[config.mk]
export PLATFORM = sky130hd
export DESIGN_NAME = uart_tx_dbuf
export DESIGN_NICKNAME = d
export VERILOG_FILES = /design/src/rtl/uart_tx_pkg.sv /design/src/rtl/uart_tx_cts_sync.sv /design/src/rtl/uart_tx_holdreg.sv /design/src/rtl/uart_tx_extra_bit.sv /design/src/rtl/uart_tx_shifter.sv /design/src/rtl/uart_tx_dbuf.sv
export SDC_FILE = /design/constraint.sdc
export NUM_CORES = 1
export LEC_CHECK = 0
export BUFFER_PORTS_ARGS = -buffer_cell sky130_fd_sc_hd__buf_2
export CAP_MARGIN = 20
export CORE_ASPECT_RATIO = 0.8
export CORE_MARGIN = 2
export CORE_UTILIZATION = 55
export CTS_BUF_LIST = sky130_fd_sc_hd__clkbuf_4 sky130_fd_sc_hd__clkbuf_8
export DETAILED_ROUTE_END_ITERATION = 8
export GPL_ROUTABILITY_DRIVEN = 0
export GPL_TIMING_DRIVEN = 0
export PLACE_DENSITY = 0.77
export SLEW_MARGIN = 30
export SYNTH_ARGS = -nofsm -noshare
export SYNTH_HDL_FRONTEND = slang
export SYNTH_SLANG_ARGS = --single-unit
[constraint.sdc]
create_clock -name clk -period 2.31 [get_ports clk]
set_input_delay 0.1155 -clock clk [delete_from_list [all_inputs] [get_ports clk]]
set_output_delay 0.1155 -clock clk [all_outputs]
set_load 0.02 [all_outputs]
[src/rtl/uart_tx_pkg.sv]
// Shared types and helpers for the serial transmitter.
// Assumes data words of at most 9 bits.
package uart_tx_pkg;
    localparam int DATA_MAX = 9;

    typedef enum logic [2:0] {
        ST_IDLE  = 3'd0,
        ST_START = 3'd1,
        ST_DATA  = 3'd2,
        ST_EXTRA = 3'd3,
        ST_STOP  = 3'd4
    } tx_state_e;

    localparam logic [1:0] LEN_7 = 2'd0;
    localparam logic [1:0] LEN_8 = 2'd1;
    localparam logic [1:0] LEN_9 = 2'd2;

    // Number of data bits for a length code (code 3 falls back to 8).
    function automatic logic [3:0] len_bits(input logic [1:0] code);
        case (code)
            LEN_7:   len_bits = 4'd7;
            LEN_9:   len_bits = 4'd9;
            default: len_bits = 4'd8;
        endcase
    endfunction
endpackage

[src/rtl/uart_tx_cts_sync.sv]
// Multi-flop synchroniser for the asynchronous clear-to-send input.
// Assumes the input is level-like; resets to the "not clear" value 1.
module uart_tx_cts_sync #(
    parameter int STAGES = 2
) (
    input  logic clk,
    input  logic rst_n,
    input  logic async_in,
    output logic sync_out
);
    logic [STAGES-1:0] chain_q;

    // Shift the raw input through the flop chain.
    always_ff @(posedge clk) begin
        if (!rst_n) chain_q <= '1;
        else        chain_q <= {chain_q[STAGES-2:0], async_in};
    end

    assign sync_out = chain_q[STAGES-1];
endmodule

[src/rtl/uart_tx_holdreg.sv]
// Holding register with a full flag. A low-byte write sets the flag, and a
// high-part write only stores bit 8. A take clears the flag unless a new
// low-byte write arrives in the same cycle.
module uart_tx_holdreg
    import uart_tx_pkg::*;
(
    input  logic                clk,
    input  logic                rst_n,
    input  logic                wr_lo,
    input  logic                wr_hi,
    input  logic [7:0]          wdata,
    input  logic                take,
    output logic [DATA_MAX-1:0] hold_data,
    output logic                hold_full
);
    // Store written data fields.
    always_ff @(posedge clk) begin
        if (!rst_n) begin
            hold_data <= '0;
        end else begin
            if (wr_lo) hold_data[7:0] <= wdata;
            if (wr_hi) hold_data[8]   <= wdata[0];
        end
    end

    // Track whether unsent data is waiting.
    always_ff @(posedge clk) begin
        if (!rst_n)     hold_full <= 1'b0;
        else if (wr_lo) hold_full <= 1'b1;
        else if (take)  hold_full <= 1'b0;
    end
endmodule

[src/rtl/uart_tx_extra_bit.sv]
// Computes the optional bit that follows the data field: the multiprocessor
// bit when selected, else even or odd parity over the active data bits.
module uart_tx_extra_bit
    import uart_tx_pkg::*;
(
    input  logic [DATA_MAX-1:0] data,
    input  logic [1:0]          len_code,
    input  logic                par_odd,
    input  logic                mp_en,
    input  logic                mp_bit,
    output logic                extra
);
    logic [DATA_MAX-1:0] mask;
    logic                even_par;

    // Build a mask of the data bits that belong to the frame.
    always_comb begin
        for (int i = 0; i < DATA_MAX; i++) begin
            mask[i] = (i < int'(len_bits(len_code)));
        end
    end

    assign even_par = ^(data & mask);

    // Pick the multiprocessor bit or the parity bit.
    always_comb begin
        if (mp_en) extra = mp_bit;
        else       extra = even_par ^ par_odd;
    end
endmodule

[src/rtl/uart_tx_shifter.sv]
// Frame sequencer and shift register. It loads from the holding register when
// idle, or at the end of the last stop bit for gapless frames, whenever data
// is waiting and clear-to-send allows. The frame format is latched at load
// time. Assumes baud_tick is a one-cycle pulse.
module uart_tx_shifter
    import uart_tx_pkg::*;
#(
    parameter int OVS = 16
) (
    input  logic                clk,
    input  logic                rst_n,
    input  logic                tx_en,
    input  logic                baud_tick,
    input  logic                hold_full,
    input  logic [DATA_MAX-1:0] hold_data,
    input  logic                cts_ok,
    input  logic [1:0]          len_code,
    input  logic                extra_en,
    input  logic                extra_val,
    input  logic                two_stop,
    output logic                load,
    output logic                stop_entry,
    output logic                txd
);
    localparam int CW = (OVS > 1) ? $clog2(OVS) : 1;
    localparam logic [CW-1:0] TLAST = CW'(OVS - 1);

    tx_state_e           state_q;
    logic [CW-1:0]       tcnt_q;
    logic [3:0]          bcnt_q;
    logic [DATA_MAX-1:0] sr_q;
    logic [3:0]          nbits_q;
    logic                ext_en_q;
    logic                ext_v_q;
    logic                two_q;
    logic                bit_end;

    assign bit_end = baud_tick && (tcnt_q == TLAST);

    // Decide a transfer from the holding register.
    always_comb begin
        load = 1'b0;
        if (tx_en && hold_full && cts_ok) begin
            if (state_q == ST_IDLE) load = 1'b1;
            else if (state_q == ST_STOP && bit_end && bcnt_q == 4'd0) load = 1'b1;
        end
    end

    // Flag the cycle in which the sequencer moves into the stop bits.
    always_comb begin
        stop_entry = 1'b0;
        if (tx_en && bit_end) begin
            if (state_q == ST_DATA && bcnt_q == 4'd0 && !ext_en_q) stop_entry = 1'b1;
            if (state_q == ST_EXTRA) stop_entry = 1'b1;
        end
    end

    // Oversampling tick counter within one bit.
    always_ff @(posedge clk) begin
        if (!rst_n || !tx_en || load || state_q == ST_IDLE) tcnt_q <= '0;
        else if (baud_tick) tcnt_q <= bit_end ? '0 : tcnt_q + 1'b1;
    end

    // Frame state, bit counter and shift register.
    always_ff @(posedge clk) begin
        if (!rst_n) begin
            state_q  <= ST_IDLE;
            bcnt_q   <= '0;
            sr_q     <= '0;
            nbits_q  <= 4'd8;
            ext_en_q <= 1'b0;
            ext_v_q  <= 1'b0;
            two_q    <= 1'b0;
        end else if (!tx_en) begin
            state_q <= ST_IDLE;
        end else if (load) begin
            state_q  <= ST_START;
            sr_q     <= hold_data;
            nbits_q  <= len_bits(len_code);
            ext_en_q <= extra_en;
            ext_v_q  <= extra_val;
            two_q    <= two_stop;
        end else if (bit_end) begin
            case (state_q)
                ST_START: begin
                    state_q <= ST_DATA;
                    bcnt_q  <= nbits_q - 4'd1;
                end
                ST_DATA: begin
                    sr_q <= sr_q >> 1;
                    if (bcnt_q == 4'd0) begin
                        if (ext_en_q) begin
                            state_q <= ST_EXTRA;
                        end else begin
                            state_q <= ST_STOP;
                            bcnt_q  <= {3'b000, two_q};
                        end
                    end else begin
                        bcnt_q <= bcnt_q - 4'd1;
                    end
                end
                ST_EXTRA: begin
                    state_q <= ST_STOP;
                    bcnt_q  <= {3'b000, two_q};
                end
                ST_STOP: begin
                    if (bcnt_q == 4'd0) state_q <= ST_IDLE;
                    else                bcnt_q  <= bcnt_q - 4'd1;
                end
                default: state_q <= ST_IDLE;
            endcase
        end
    end

    // Drive the line from the current frame position.
    always_comb begin
        case (state_q)
            ST_START: txd = 1'b0;
            ST_DATA:  txd = sr_q[0];
            ST_EXTRA: txd = ext_v_q;
            default:  txd = 1'b1;
        endcase
    end
endmodule

[src/rtl/uart_tx_dbuf.sv]
// Top of the double-buffered transmitter: holding register, clear-to-send
// synchroniser, extra-bit logic, frame sequencer, transmit-end flag and the
// two interrupt outputs. Assumes configuration is stable while enabled.
module uart_tx_dbuf
    import uart_tx_pkg::*;
#(
    parameter int OVS         = 16,
    parameter int SYNC_STAGES = 2
) (
    input  logic       clk,
    input  logic       rst_n,
    input  logic       baud_tick,
    input  logic       tx_en,
    input  logic       req_ie,
    input  logic       end_ie,
    input  logic       cts_en,
    input  logic       cts_n,
    input  logic [1:0] cfg_len,
    input  logic       cfg_par_en,
    input  logic       cfg_par_odd,
    input  logic       cfg_mp_en,
    input  logic       cfg_mp_bit,
    input  logic       cfg_two_stop,
    input  logic       wr_lo,
    input  logic       wr_hi,
    input  logic [7:0] wdata,
    output logic       txd,
    output logic       tx_end,
    output logic       irq_req,
    output logic       irq_end
);
    logic [DATA_MAX-1:0] hold_data_w;
    logic                hold_full_w;
    logic                load_w;
    logic                stop_entry_w;
    logic                cts_sync_w;
    logic                cts_ok_w;
    logic                extra_w;
    logic                tx_en_d;
    logic                tend_q;
    logic                irq_req_q;

    uart_tx_cts_sync #(.STAGES(SYNC_STAGES)) u_sync (
        .clk(clk), .rst_n(rst_n), .async_in(cts_n), .sync_out(cts_sync_w)
    );

    assign cts_ok_w = !cts_en || !cts_sync_w;

    uart_tx_holdreg u_hold (
        .clk(clk), .rst_n(rst_n), .wr_lo(wr_lo), .wr_hi(wr_hi), .wdata(wdata),
        .take(load_w), .hold_data(hold_data_w), .hold_full(hold_full_w)
    );

    uart_tx_extra_bit u_extra (
        .data(hold_data_w), .len_code(cfg_len), .par_odd(cfg_par_odd),
        .mp_en(cfg_mp_en), .mp_bit(cfg_mp_bit), .extra(extra_w)
    );

    uart_tx_shifter #(.OVS(OVS)) u_sh (
        .clk(clk), .rst_n(rst_n), .tx_en(tx_en), .baud_tick(baud_tick),
        .hold_full(hold_full_w), .hold_data(hold_data_w), .cts_ok(cts_ok_w),
        .len_code(cfg_len), .extra_en(cfg_par_en || cfg_mp_en),
        .extra_val(extra_w), .two_stop(cfg_two_stop),
        .load(load_w), .stop_entry(stop_entry_w), .txd(txd)
    );

    // Transmit-end flag: forced while disabled, cleared by data, set at stop time when empty.
    always_ff @(posedge clk) begin
        if (!rst_n || !tx_en)                  tend_q <= 1'b1;
        else if (wr_lo)                        tend_q <= 1'b0;
        else if (stop_entry_w && !hold_full_w) tend_q <= 1'b1;
    end

    // Request pulse on enable rise or on each transfer into the shift register.
    always_ff @(posedge clk) begin
        if (!rst_n) begin
            tx_en_d   <= 1'b0;
            irq_req_q <= 1'b0;
        end else begin
            tx_en_d   <= tx_en;
            irq_req_q <= req_ie && ((tx_en && !tx_en_d) || load_w);
        end
    end

    assign tx_end  = tend_q;
    assign irq_req = irq_req_q;
    assign irq_end = tend_q && end_ie && tx_en;
endmodule

==> summary.md <==
| Metric | Value |
|---|---|
| Antenna Nets Post-Route | 0 |
| Rel. slew slack | between 50 and 60% |
| DP HPWL | 3130 um |
| 1st-iter DRT viols | 138 |
| Avg Cell Area, Syn | 8.70 um2 |
| Core area | about 3400 um2 |
| First-pass DRT Iterations | 4 |
| Via count | about 1700 |
| P_int | 1.17 mW |
| # clock sinks | between 40 and 50 |
| Synth async-reset ratio | 0% |
| Die height | 57.8 um |
| Final Hold Vio Count | 0 |
| Max_cap viols | 0 |
| Slew Viols, Final | 0 |
| Share of cells above drive strength 1 | between 15 and 20% |
| Highest cell delay on the worst timing path | roughly 450 ps |
| DP Worst Slack | roughly 300 ps |
| Fmax | between 0.4 and 0.5 GHz |
| Setup violators final | 0 |
| Largest net degree at the start of global routing | 13 |
| Synth-to-Final Area Change | 15.2% |
| Post-CTS setup buffer count | 0 |
| Max Buffers Root-to-Sink | 2 |
| Worst skew pair latency | 290 ps |
| RSZ-0062 raised after global routing | no |
| Overflow after GRT | 0 |
| Critical Path AT | around 2300 ps |
| EDFF count, synth | 0 |
| Syn_nets | roughly 260 |
| Slew of the pin with the lowest slew margin | a little under 700 ps |
| Global-route wire length before repair | a little over 7000 um |
| Worst Hold Class | input pin to register |
| Pwr/cell area | approximately 660 nW/um2 |
| Run status | finished clean |
| Count leader, synth | nor2_1 |
| Synth unique cells | around 50 |
| Sw Share | around 22% |
| Worst EP required | 2530 ps |
| Synth top area share | about two fifths |
| Final worst setup slack | ~270 ps |
| Layout Nets | 292 |
| Die Wd | roughly 71 um |
| I/O pins | 29 |
| TNS Setup | 0 ps |
| Sequential area share after synthesis | 41.2% |
| Power share of the clock group | ~40% |
| Total track usage | about 22% |
| Crit path max fanout | 10 |
| N_diodes | 0 |
| Row count | 19 |
| Vias in the first global route | ~1600 |
| DR DRC count | 0 |
| Crit path cell chain | ha_1 -> and4_1 -> buf_4 -> nand4b_2 -> o21ai_1 -> nor2_1 -> nor2_1 |
| Setup crit start kind | register |
| Synth cell count leaders | 43 x nor2_1, 41 x dfxtp_1, 16 x nand2_1 |
| CTS Buf Count | 5 |
| Switching power | 0.338 mW |
| Post-synthesis register bit count | 41 |
| CTS Hold Bufs | 0 |
| Clock Root Buffer | clkbuf_8 |
| Post-Syn Area | roughly 2000 um2 |
| WL/cell | around 14 um |
| DIE AREA | roughly 4100 um2 |
| Post-CTS sizing | 0 |
| Total wire length | ~4200 um |
| Seq pwr share | ~50% |
| Period utilization | between 80% and 90% |
| Most used DFF post-synth | dfxtp_1 |
| Most frequent CP cell | nor2_1 |
| Worst IR Drop VDD | 0.521 mV |
| Yosys synthesis warning count | 0 |
| Initial antenna violation count | 0 |
| Slowest stage cell on the critical path | o21ai_1 |
| CTS tree | done |
| Comb power frac | 10.1% |
| Design Area, Final | approximately 2300 um2 |
| Clock transition at path regs | 80 ps |
| Final critical-path required period | a little over 2000 ps |
| Synth area leaders | dfxtp_1 41%, nor2_1 8.1%, mux2i_1 6.0% |
| Initial core utilization | 57.8% |
| DP Area | around 2200 um2 |
| Crit path kind | register to register |
| Vias per inst | 5.64 |
| Post-Synthesis Cells | between 200 and 250 |
| Leak | a little over 0.9 nW |
| H-tree depth | 2 |
| Port-buffer cells | 26 |
| Endpoint type of the worst setup path | register |
| Clock skew | 5.82 ps |
| Synth area leader | dfxtp_1 |
## state kept, by name (all words and copies together), names as in the netlist
register and count:
u_sh.ext_en_q 1, u_sh.state_q 3, u_sh.two_q 1, u_hold.hold_full 1, u_hold.hold_data 9, u_sh.tcnt_q 4, u_sh.sr_q 9, irq_req 1
u_sh.bcnt_q 4, u_sync.chain_q 2, tx_end 1, tx_en_d 1, u_sh.ext_v_q 1, u_sh.nbits_q 3
## path summary, 6_finish.rpt
| check | start | end | slack, ps | depth (start not counted) |
|---|---|---|---|---|
| hold / removal | cts_n | u_sync.chain_q[0] | 20 | 2 |
| hold reg to reg | u_sync.chain_q[0] | u_sync.chain_q[1] | 450 | 1 |
| setup / recovery | u_sh.tcnt_q[0] | u_sh.sr_q[3] | 270 | 7 |
| setup reg to reg | u_sh.tcnt_q[0] | u_sh.sr_q[3] | 270 | 7 |
## critical path, delay by kind of cell (launching register included)
kind	cells	cell delay (ps)
simple gates	4	740
compound gates	1	450
flops	1	410
fa+ha+maj	1	220
buf+inv	1	180
## per-stage QoR
| stage | util (%) | hold WS, ps | cells | power [mW] |
|---|---|---|---|---|
| 2_1_floorplan | - | 211 | 229 | 0.870 |
| 3_3_place_gp | 63.1 | 298 | 297 | 0.916 |
| 3_5_place_dp | 63.1 | 324 | 297 | 0.920 |
| 4_1_cts | 66.6 | 24.1 | 305 | 1.52 |
| 5_1_grt | 66.6 | 20.9 | 305 | 1.58 |
| 6_report | 66.6 | 23.7 | 305 | 1.51 |
## cell usage in the layout, fill, tap and decap left out, types with 2 or more instances in the layout
master and count:
nor4b_1 2, a21oi_1 10, o21ai_0 9, nand2_1 16, a211oi_1 2, a21oi_2 2
o221ai_1 10, ha_1 5, clkbuf_8 6, nand3_1 4, xnor2_1 8, clkbuf_1 6
or3_1 4, mux2i_1 12, xor2_1 2, nand4_1 2, dfxtp_1 41, nor2b_1 4
nand2b_1 5, o31ai_1 2, buf_2 28, o21a_1 2, inv_1 6, nor3_1 3
nor2_1 43
## cells by family after synthesis
| logic type | synth area share (%) |
|---|---|
| flip-flops | 41.2 |
| multiplexers | 6.59 |
| XOR/XNOR | 4.39 |
| adder cells (fa/ha/maj) | 3.14 |
| AO/OA/AOI/OAI | 17.7 |
| AND/OR/NAND/NOR | 23.1 |
| buffers and inverters | 3.89 |
## final cells by class
type,instances,area (um2)
inverters,7,26.3
fillers,289,1150
plain buffers,10,51.3
flip-flops and latches,41,821
well taps,42,52.6
clock inverters,1,30.0
repair buffers,26,130
multi-input cells,171,1090
clock buffers,7,90.1
## power by group through the flow
stage	sequential, mW	combinational [mW]	clock [mW]
6_report	0.752	0.152	0.603
2_1_floorplan	0.764	0.106	0
3_3_place_gp	0.767	0.149	0
3_5_place_dp	0.768	0.152	0
5_1_grt	0.755	0.171	0.653
4_1_cts	0.751	0.154	0.611
## metal layers
layer  share of wire, %  up-vias  wire length [um]  GRT usage, %
li1                   -      875                 -             -
met1                 52      801              2200          33.1
met2                 43       43              1810          32.9
met3                4.8        2               201          4.35
met4               0.50        0                21          5.66
met5                  0        -                 0             0
Note: power is estimated with default switching activity, not from simulation.
